File: config.mk
export PLATFORM = sky130hd
export DESIGN_NAME = aux_req_fmt
export DESIGN_NICKNAME = d
export VERILOG_FILES = /design/src/rtl/aux_fmt_pkg.sv /design/src/rtl/aux_req_check.sv /design/src/rtl/aux_hdr_pack.sv /design/src/rtl/aux_tx_mux.sv /design/src/rtl/aux_rsp_decode.sv /design/src/rtl/aux_req_fmt.sv
export SDC_FILE = /design/constraint.sdc
export NUM_CORES = 1
export LEC_CHECK = 0
export ABC_AREA = 1
export BUFFER_PORTS_ARGS = -buffer_cell sky130_fd_sc_hd__buf_2
export CORE_UTILIZATION = 46
export DETAILED_ROUTE_END_ITERATION = 16
export GPL_ROUTABILITY_DRIVEN = 0
export PLACE_DENSITY = 0.71
export SYNTH_ARGS = -nofsm -noshare
export SYNTH_HDL_FRONTEND = slang
export SYNTH_SLANG_ARGS = --single-unit
export TNS_END_PERCENT = 1
File: constraint.sdc
create_clock -name clk -period 5 [get_ports clk]
set_input_delay 0.75 -clock clk [delete_from_list [all_inputs] [get_ports clk]]
set_output_delay 0.75 -clock clk [all_outputs]
set_load 0.02 [all_outputs]
File: src/rtl/aux_fmt_pkg.sv
package aux_fmt_pkg;

    localparam int ADDR_BITS = 20;
    localparam int HDR_BYTES = 4;
    localparam logic [3:0] CMD_MOT_BIT    = 4'b0100;
    localparam logic [3:0] BARE_SIZE_CODE = 4'd3;

    typedef enum logic [1:0] {
        ST_IDLE,
        ST_SEND,
        ST_WAIT,
        ST_FIN
    } fmt_state_e;

    typedef enum logic [2:0] {
        ERR_NONE     = 3'd0,
        ERR_TIMEOUT  = 3'd1,
        ERR_FLAGS    = 3'd2,
        ERR_GENERAL  = 3'd3,
        ERR_OVERSIZE = 3'd4,
        ERR_BADCMD   = 3'd5
    } fmt_err_e;

endpackage

File: src/rtl/aux_req_check.sv
module aux_req_check
    import aux_fmt_pkg::*;
#(
    parameter int MAX_PAY = 16,
    parameter int LEN_W   = $clog2(MAX_PAY + 1)
) (
    input  logic [3:0]       cmd,
    input  logic [LEN_W-1:0] len,
    output logic             oversize,
    output logic             badcmd,
    output logic             is_write
);

    logic [3:0] base_cmd;

    always_comb begin
        base_cmd = cmd & ~CMD_MOT_BIT;
        oversize = len > LEN_W'(MAX_PAY);
        is_write = ~cmd[0];
        unique case (base_cmd)
            4'b0000, 4'b0001, 4'b1000, 4'b1001: badcmd = 1'b0;
            default:                            badcmd = 1'b1;
        endcase
    end

endmodule

File: src/rtl/aux_hdr_pack.sv
module aux_hdr_pack
    import aux_fmt_pkg::*;
#(
    parameter int MAX_PAY = 16,
    parameter int LEN_W   = $clog2(MAX_PAY + 1)
) (
    input  logic [ADDR_BITS-1:0]      addr,
    input  logic [3:0]                cmd,
    input  logic [LEN_W-1:0]          len,
    input  logic                      is_write,
    output logic [HDR_BYTES-1:0][7:0] hdr
);

    logic [LEN_W-1:0] len_m1;
    logic [LEN_W:0]   tx_total;
    logic [3:0]       size_nib;

    always_comb begin
        len_m1   = (len == '0) ? '0 : len - 1'b1;
        tx_total = (LEN_W + 1)'(HDR_BYTES) + {1'b0, len};
        if (len == '0)
            size_nib = BARE_SIZE_CODE;
        else if (is_write)
            size_nib = tx_total[3:0];
        else
            size_nib = 4'(HDR_BYTES);
        hdr[0] = addr[7:0];
        hdr[1] = addr[15:8];
        hdr[2] = {cmd, addr[19:16]};
        hdr[3] = {size_nib, len_m1[3:0]};
    end

endmodule

File: src/rtl/aux_tx_mux.sv
module aux_tx_mux
    import aux_fmt_pkg::*;
#(
    parameter int MAX_PAY = 16,
    parameter int IDX_W   = $clog2(HDR_BYTES + MAX_PAY)
) (
    input  logic [IDX_W-1:0]          idx,
    input  logic [HDR_BYTES-1:0][7:0] hdr,
    input  logic [MAX_PAY-1:0][7:0]   payload,
    output logic [7:0]                tx_byte
);

    localparam int N_BYTES = HDR_BYTES + MAX_PAY;

    logic [N_BYTES-1:0][7:0] stream;

    genvar g;
    generate
        for (g = 0; g < N_BYTES; g++) begin : g_stream
            if (g < HDR_BYTES) begin : g_hdr
                assign stream[g] = hdr[g];
            end else begin : g_pay
                assign stream[g] = payload[g - HDR_BYTES];
            end
        end
    endgenerate

    always_comb begin
        tx_byte = 8'h00;
        for (int i = 0; i < N_BYTES; i++) begin
            if (idx == IDX_W'(i))
                tx_byte = stream[i];
        end
    end

endmodule

File: src/rtl/aux_rsp_decode.sv
module aux_rsp_decode
    import aux_fmt_pkg::*;
#(
    parameter int MAX_PAY = 16,
    parameter int LEN_W   = $clog2(MAX_PAY + 1)
) (
    input  logic [7:0]       status,
    input  logic [7:0]       rlen,
    input  logic [LEN_W-1:0] req_len,
    input  logic             is_write,
    output fmt_err_e         err,
    output logic [3:0]       reply,
    output logic [LEN_W-1:0] count
);

    logic [7:0] want8;
    logic [7:0] clip8;

    always_comb begin
        want8 = 8'(req_len);
        clip8 = (rlen < want8) ? rlen : want8;
        unique case (status)
            8'd1:    err = ERR_TIMEOUT;
            8'd2:    err = ERR_FLAGS;
            8'd3:    err = ERR_GENERAL;
            default: err = ERR_NONE;
        endcase
        if (err == ERR_NONE) begin
            reply = status[7:4];
            count = is_write ? req_len : LEN_W'(clip8);
        end else begin
            reply = 4'd0;
            count = '0;
        end
    end

endmodule

File: src/rtl/aux_req_fmt.sv
module aux_req_fmt
    import aux_fmt_pkg::*;
#(
    parameter int MAX_PAY = 16,
    localparam int LEN_W  = $clog2(MAX_PAY + 1),
    localparam int IDX_W  = $clog2(HDR_BYTES + MAX_PAY)
) (
    input  logic                   clk,
    input  logic                   rst_n,
    input  logic                   req_valid,
    output logic                   req_ready,
    input  logic [ADDR_BITS-1:0]   req_addr,
    input  logic [3:0]             req_cmd,
    input  logic [LEN_W-1:0]       req_len,
    input  logic [MAX_PAY*8-1:0]   req_data,
    output logic                   tx_valid,
    input  logic                   tx_ready,
    output logic [7:0]             tx_byte,
    output logic                   tx_last,
    input  logic                   rsp_valid,
    input  logic [7:0]             rsp_status,
    input  logic [7:0]             rsp_len,
    output logic                   done,
    output logic [2:0]             err_code,
    output logic [3:0]             reply_code,
    output logic [LEN_W-1:0]       byte_count
);

    typedef struct packed {
        fmt_state_e             st;
        logic [IDX_W-1:0]       idx;
        logic [ADDR_BITS-1:0]   addr;
        logic [3:0]             cmd;
        logic [LEN_W-1:0]       len;
        logic [MAX_PAY*8-1:0]   data;
        logic                   is_wr;
        fmt_err_e               err;
        logic [3:0]             reply;
        logic [LEN_W-1:0]       count;
    } fmt_regs_t;

    fmt_regs_t r_d, r_q;

    logic                      in_oversize;
    logic                      in_badcmd;
    logic                      in_is_wr;
    logic [HDR_BYTES-1:0][7:0] hdr;
    logic [MAX_PAY-1:0][7:0]   payload;
    logic [IDX_W-1:0]          last_idx;
    fmt_err_e                  dec_err;
    logic [3:0]                dec_reply;
    logic [LEN_W-1:0]          dec_count;

    aux_req_check #(.MAX_PAY(MAX_PAY), .LEN_W(LEN_W)) u_check (
        .cmd      (req_cmd),
        .len      (req_len),
        .oversize (in_oversize),
        .badcmd   (in_badcmd),
        .is_write (in_is_wr)
    );

    aux_hdr_pack #(.MAX_PAY(MAX_PAY), .LEN_W(LEN_W)) u_pack (
        .addr     (r_q.addr),
        .cmd      (r_q.cmd),
        .len      (r_q.len),
        .is_write (r_q.is_wr),
        .hdr      (hdr)
    );

    assign payload = r_q.data;

    aux_tx_mux #(.MAX_PAY(MAX_PAY), .IDX_W(IDX_W)) u_mux (
        .idx     (r_q.idx),
        .hdr     (hdr),
        .payload (payload),
        .tx_byte (tx_byte)
    );

    aux_rsp_decode #(.MAX_PAY(MAX_PAY), .LEN_W(LEN_W)) u_dec (
        .status   (rsp_status),
        .rlen     (rsp_len),
        .req_len  (r_q.len),
        .is_write (r_q.is_wr),
        .err      (dec_err),
        .reply    (dec_reply),
        .count    (dec_count)
    );

    assign last_idx = r_q.is_wr ? IDX_W'(HDR_BYTES - 1) + IDX_W'(r_q.len)
                                : IDX_W'(HDR_BYTES - 1);

    always_comb begin
        r_d = r_q;
        unique case (r_q.st)
            ST_IDLE: begin
                if (req_valid) begin
                    r_d.addr  = req_addr;
                    r_d.cmd   = req_cmd;
                    r_d.len   = req_len;
                    r_d.data  = req_data;
                    r_d.is_wr = in_is_wr;
                    r_d.idx   = '0;
                    if (in_oversize) begin
                        r_d.err   = ERR_OVERSIZE;
                        r_d.reply = 4'd0;
                        r_d.count = '0;
                        r_d.st    = ST_FIN;
                    end else if (in_badcmd) begin
                        r_d.err   = ERR_BADCMD;
                        r_d.reply = 4'd0;
                        r_d.count = '0;
                        r_d.st    = ST_FIN;
                    end else begin
                        r_d.st    = ST_SEND;
                    end
                end
            end
            ST_SEND: begin
                if (tx_ready) begin
                    if (r_q.idx == last_idx)
                        r_d.st = ST_WAIT;
                    else
                        r_d.idx = r_q.idx + 1'b1;
                end
            end
            ST_WAIT: begin
                if (rsp_valid) begin
                    r_d.err   = dec_err;
                    r_d.reply = dec_reply;
                    r_d.count = dec_count;
                    r_d.st    = ST_FIN;
                end
            end
            ST_FIN: begin
                r_d.st = ST_IDLE;
            end
            default: begin
                r_d.st = ST_IDLE;
            end
        endcase
    end

    always_ff @(posedge clk) begin
        if (!rst_n) begin
            r_q <= '0;
        end else begin
            r_q <= r_d;
        end
    end

    assign req_ready  = (r_q.st == ST_IDLE);
    assign tx_valid   = (r_q.st == ST_SEND);
    assign tx_last    = tx_valid && (r_q.idx == last_idx);
    assign done       = (r_q.st == ST_FIN);
    assign err_code   = r_q.err;
    assign reply_code = r_q.reply;
    assign byte_count = r_q.count;

endmodule

Word-level counts from Yosys, hierarchy flattened
Cells that the tools add are included.

operators by class
  $add $sub $neg = 4
  order comparisons = 2
  equality and inequality tests = 35
  mux-type cells = 42
  bitwise operators = 1
  reductions and logical operators = 13

operator list
  cell                                                                   number
  177-bit 2-to-1 mux                                                     1
  8-bit 2-to-1 mux                                                       20
  5-bit by 4-bit equality test with 1-bit output, second input constant  8
  12-bit 2-to-1 mux                                                      3
  5-bit 2-to-1 mux                                                       5
  12-bit one-hot mux with 2 select lines                                 1
  5-bit by 3-bit equality test with 1-bit output, second input constant  4
  5-bit equality test, second input constant                             4
  8-bit by 2-bit equality test with 1-bit output, second input constant  2
  4-bit 2-to-1 mux                                                       4
  4-bit AND reduction                                                    3
  5-bit by 2-bit equality test with 1-bit output, second input constant  2
  5-bit logical NOT                                                      2
  5-bit one-hot mux with 2 select lines                                  1
  8-bit by 1-bit equality test with 1-bit output, second input constant  1
  8-bit by 5-bit less-than comparator with 1-bit output                  1
  2-bit 2-to-1 mux                                                       4
  2-bit one-hot mux with 4 select lines                                  1
  7-bit 2-to-1 mux                                                       1
  3-bit equality test, second input constant                             2
  2-bit inequality test, second input constant                           3
  2-bit one-hot mux with 3 select lines                                  1
  2-bit by 5-bit adder with 5-bit output, first input constant           1
  5-bit by 1-bit adder with 5-bit output, second input constant          1
  other kinds (18)                                                       21

word-level totals
  register bits after elaboration = 177
  input port bits = 178
  output and inout bits = 24
  word-level logic and storage cells = 107

Depth between registers and ports, before layout
  depth after elaboration = 21
  gate-level depth with buffers = 26
  depth with buffers taken out = 26

Cells and area by module
Synthesis repeated with hierarchy kept, for this count alone.

unflattened totals
  cell total of the unflattened synthesis = 1330
  area total of the unflattened synthesis = 8758.4 um2

modules (own cells, without submodules)
  module          instances  cells each  area an instance (um2)  sequential area each (um2)
  aux_req_fmt     1          860         6577.6                  3543.4
  aux_tx_mux      1          353         1532.7                  0.0
  aux_hdr_pack    1          49          312.8                   0.0
  aux_rsp_decode  1          62          311.5                   0.0
  aux_req_check   1          6           23.8                    0.0

Least setup slack after synthesis
No wires, ideal clock.

  kind = register -> output
  start point = register r_q[170] (netlist bit)
  end point = output tx_byte[0]
  arrival = 2367 ps
  data required time = 4250 ps
  slack = 1883 ps
  stages on the path, launching flop included = 24
  path buffers = 1
  cells stage by stage = dfxtp_1 inv_1 ha_1 inv_2 nor2_2 inv_2 nor2_4 inv_2 buf_6 nand2_1 inv_1 nand2_1 nand3_1 nand4_1 nand3_1 nand3_1 nand2_1 nand3_1 nand3_1 nand3_1 nand3_1 nand3_1 nand2_1 a21oi_1

on the way
  longest elaborated chain between the ends = 21
  elaborated cells between the ends (all ways) = 40
  classes of those cells = eq/ne: 19; mux: 20; reduce/logical: 1

ends and longest elaborated chain
  item                            line                source
  from (decl)                     aux_req_fmt.sv:42   fmt_regs_t r_d, r_q;
  from (signal assigned)          aux_req_fmt.sv:147  r_q <= r_d;
  5-bit logical NOT               aux_tx_mux.sv:31    if (idx == IDX_W'(i))
  8-bit 2-to-1 mux (19 in a row)  aux_tx_mux.sv:31
  8-bit 2-to-1 mux *              aux_tx_mux.sv:31
  to (decl)                       aux_req_fmt.sv:18   output logic [7:0] tx_byte,

Mark *: on every way between the ends. The rest lies on a longest branch, timed or not.

Final worst setup path
  start point = register r_q[171] (netlist bit)
  end point = output tx_byte[3]

The elaborated chain is that of the path after synthesis.

==> flow_summary.toml <==
[die]
start_util_pct = 46.9
fp.coreArea_um2 = 18600
die-area_um2 = 19500
die_w_um = 140
num_rows = 50
die_h_um = 140
boundaryPins = 202

[worst_setup_path]
max_stage_delay_ps = 370
path_max_fanout = 11
critPathBufInv = 2
cp-start-kind = "register"
worstPathRequired_ps = 4250
critPathKind = "reg2out"
crit_family = "simple AND/OR/NAND/NOR gates"
cp-end-kind = "primary output"
cp_common_cell = "nand2_1"
slowest_stage = "dfxtp_1"
cp.arrival_ps = 3520

[clock_tree]
htreeDepth = 4
cts_made_buffers = 17
cts_tree = "built"
clockRootBuffer = "clkbuf_16"
post_cts_buffers = 0
clock-sinks = 177
cts_resized = 0
cts_buffer_depth = 2
insertion_delay_ps = 430
holdBufCountCts = 0
clk_pin_slew_ps = 60

[synth]
syn_area_per_cell_um2 = 6.70
synth-async-reset-ratio_pct = 0
syn_nets = 1500
yosys_warnings = 0
synth-edff-count = 0
synth_area_um2 = 8740
synth.area.top_cells = "dfxtp_1 41%, nor2_1 14%, o21ai_0 11%"
synth_top_area_share_pct = 40.6
ys_types = 42
ys.flop_type = "dfxtp_1"
ys_ff_latch = 177
synth_top_area_cell = "dfxtp_1"
postSynthCellCount = 1305
seq_area_frac_synth_pct = 40.6

[power]
p_clk_share_pct = 26.1
p_leak_nw = 4.69
combPwrFrac_pct = 32.3
p_per_area_nw_per_um2 = 468
pwr-share-seq_pct = 41.6
switchingPower_mw = 1.80
swShare_pct = 37.4
p_int_mw = 3.01
vdd_drop_max_mv = 0.211

[run_status]
outcome = "finished clean"

[cells_and_area]
drive_above_1_share_pct = 20.1
fin_nets = 1646
instances_no_fill = 1700
area_growth_syn_to_layout_pct = 17.6

[drt]
wl_met1_um = 10700
drt-total-wl_um = 22900
top_layer_used = "met4"
post_drt_via_cell_ratio = 5.00
first_iter_violations = 567
drt_pass1_iterations = 5
ant_nets = 0
vias = 8504
route.met3.wl_um = 1120
route.met2.wl_um = 10800
wl_per_cell_um = 13.5
post-route-drc-count = 0

[timing]
period_needed_ps = 4270
final.period_utilization_pct = 85.5
tightest_slew_ps = 1120
clock.fmax_ghz = 0.234
finalSetupTns_ps = 0
fin_worst_skew_ps = 5.62
fin_hold_ws_ps = 463
setup-violations-final = 0
slew_violations = 0
rsz0062_at_grt = "false"
hold_viol_final = 0
slew_headroom_pct = 25.1

[global_route]
grt_use_total_pct = 23.4
grt_pass1_vias = 7693
grt_max_degree = 107
overflow = 0
antenna_found_initial = 3
grt_first_pass_wirelength_um = 36600

[min_path]
hp-class = "reg2reg"

[flow_run]
drv_cap = 0

[placed_design]
dp_hpwl_um = 16900
port_buffers = 201
place_inst = 1666
==> registers in the layout, indices dropped and copies added, names as in the netlist <==
register    count
byte_count      5
reply_code      4
err_code        3
payload       128
r_q            37
==> power groups by stage <==
stage,clock [mW],combinational (mW),sequential [mW]
2_1_floorplan,0,1.19,1.94
3_3_place_gp,0,1.52,2.02
3_5_place_dp,0,1.55,2.03
4_1_cts,1.28,1.56,2.00
5_1_grt,1.34,1.78,2.04
6_report,1.26,1.55,2.00
==> synthesized netlist by cell type, types with 2 or more instances <==
cell	count
o21ai_0	189
or2_2	24
nor2_1	329
inv_2	10
clkbuf_1	57
or2_0	2
nand4_1	7
nand2_1	221
nor2_2	4
o211ai_1	9
nor2_4	8
ha_1	17
nor3_1	3
o21a_1	2
nand3_1	68
o22ai_1	2
dfxtp_1	177
buf_2	5
inv_4	2
nor4_1	2
nand3_2	3
clkinv_1	2
o21ai_1	13
buf_6	2
nand2_4	3
a31oi_1	2
xor2_1	5
or2_1	4
buf_4	13
inv_1	79
a21oi_1	30
==> through the flow <==
step	worst slack [ps]	total power [mW]	util, %	area, um2
floorplan	1880	3.13	-	8740
global placement	1220	3.54	52.1	9710
detailed placement	1190	3.58	52.1	9710
CTS	729	4.83	55.1	10300
global route	373	5.16	55.1	10300
finish	726	4.81	55.1	10300
==> per-layer routing <==
metal,global-route usage [%],up-vias
met5,0,-
met4,7.40,0
met3,4.47,25
met2,39.2,245
met1,30.3,3766
li1,-,4468
==> cells by family (layout without fill, tap and decap cells) <==
kind of cell / after synthesis / count (layout) / share of synthesized area (%)
flip-flops: 177 / 177 / 40.6
AND/OR/NAND/NOR: 682 / 682 / 33.0
buffers and inverters: 170 / 328 / 8.16
adder cells (fa/ha/maj): 17 / 17 / 2.43
XOR/XNOR: 5 / 5 / 0.501
other: 0 / 3 / 0
AO/OA/AOI/OAI: 254 / 254 / 15.4
==> cells in the final DEF, fill, tap and decap left out, types with 3 or more instances in the layout <==
cell type / synthesis / layout
inv_2: 10 / 9
buf_4: 13 / 4
clkbuf_16: 0 / 17
nand3_2: 3 / 3
dfxtp_1: 177 / 177
inv_4: 2 / 3
ha_1: 17 / 17
o21ai_1: 13 / 13
nand4_1: 7 / 7
or2_2: 24 / 24
nor2_2: 4 / 4
o211ai_1: 9 / 9
nand2_4: 3 / 4
or2_1: 4 / 4
xor2_1: 5 / 5
nand2_1: 221 / 220
a21oi_1: 30 / 30
inv_1: 79 / 79
nor3_1: 3 / 3
nor2_1: 329 / 329
nor2_4: 8 / 8
buf_2: 5 / 200
nand3_1: 68 / 68
clkinvlp_4: 0 / 5
o21ai_0: 189 / 189
diode_2: 0 / 3
==> final cells by class <==
class	count	area (um2)
Fill cell	1888	8370
Multi-Input combinational cell	958	4490
Sequential cell	177	3540
Timing Repair Buffer	204	1030
Clock buffer	20	447
Inverter	93	357
Tap cell	234	293
Clock inverter	11	108
Antenna cell	3	7.51
==> final timing paths <==
check,from,to,slack (ps),cells past startpoint
max,r_q[171],tx_byte[3],730,25
min,reply_code[0],reply_code[0],460,2
max reg2reg,r_q[175],byte_count[2],1730,10
min reg2reg,reply_code[0],reply_code[0],460,2
==> worst reg2reg max path, stage by stage, from the launching register on <==
cell and delay (ps):
dfxtp_1 350, inv_1 110, ha_1 300, nand2_4 380, inv_4 540, o21ai_0 250, nand2_1 110, nand2_1 260
nor2_1 550, o211ai_1 170, a21oi_1 160
Power figures use the tool's default switching activity.
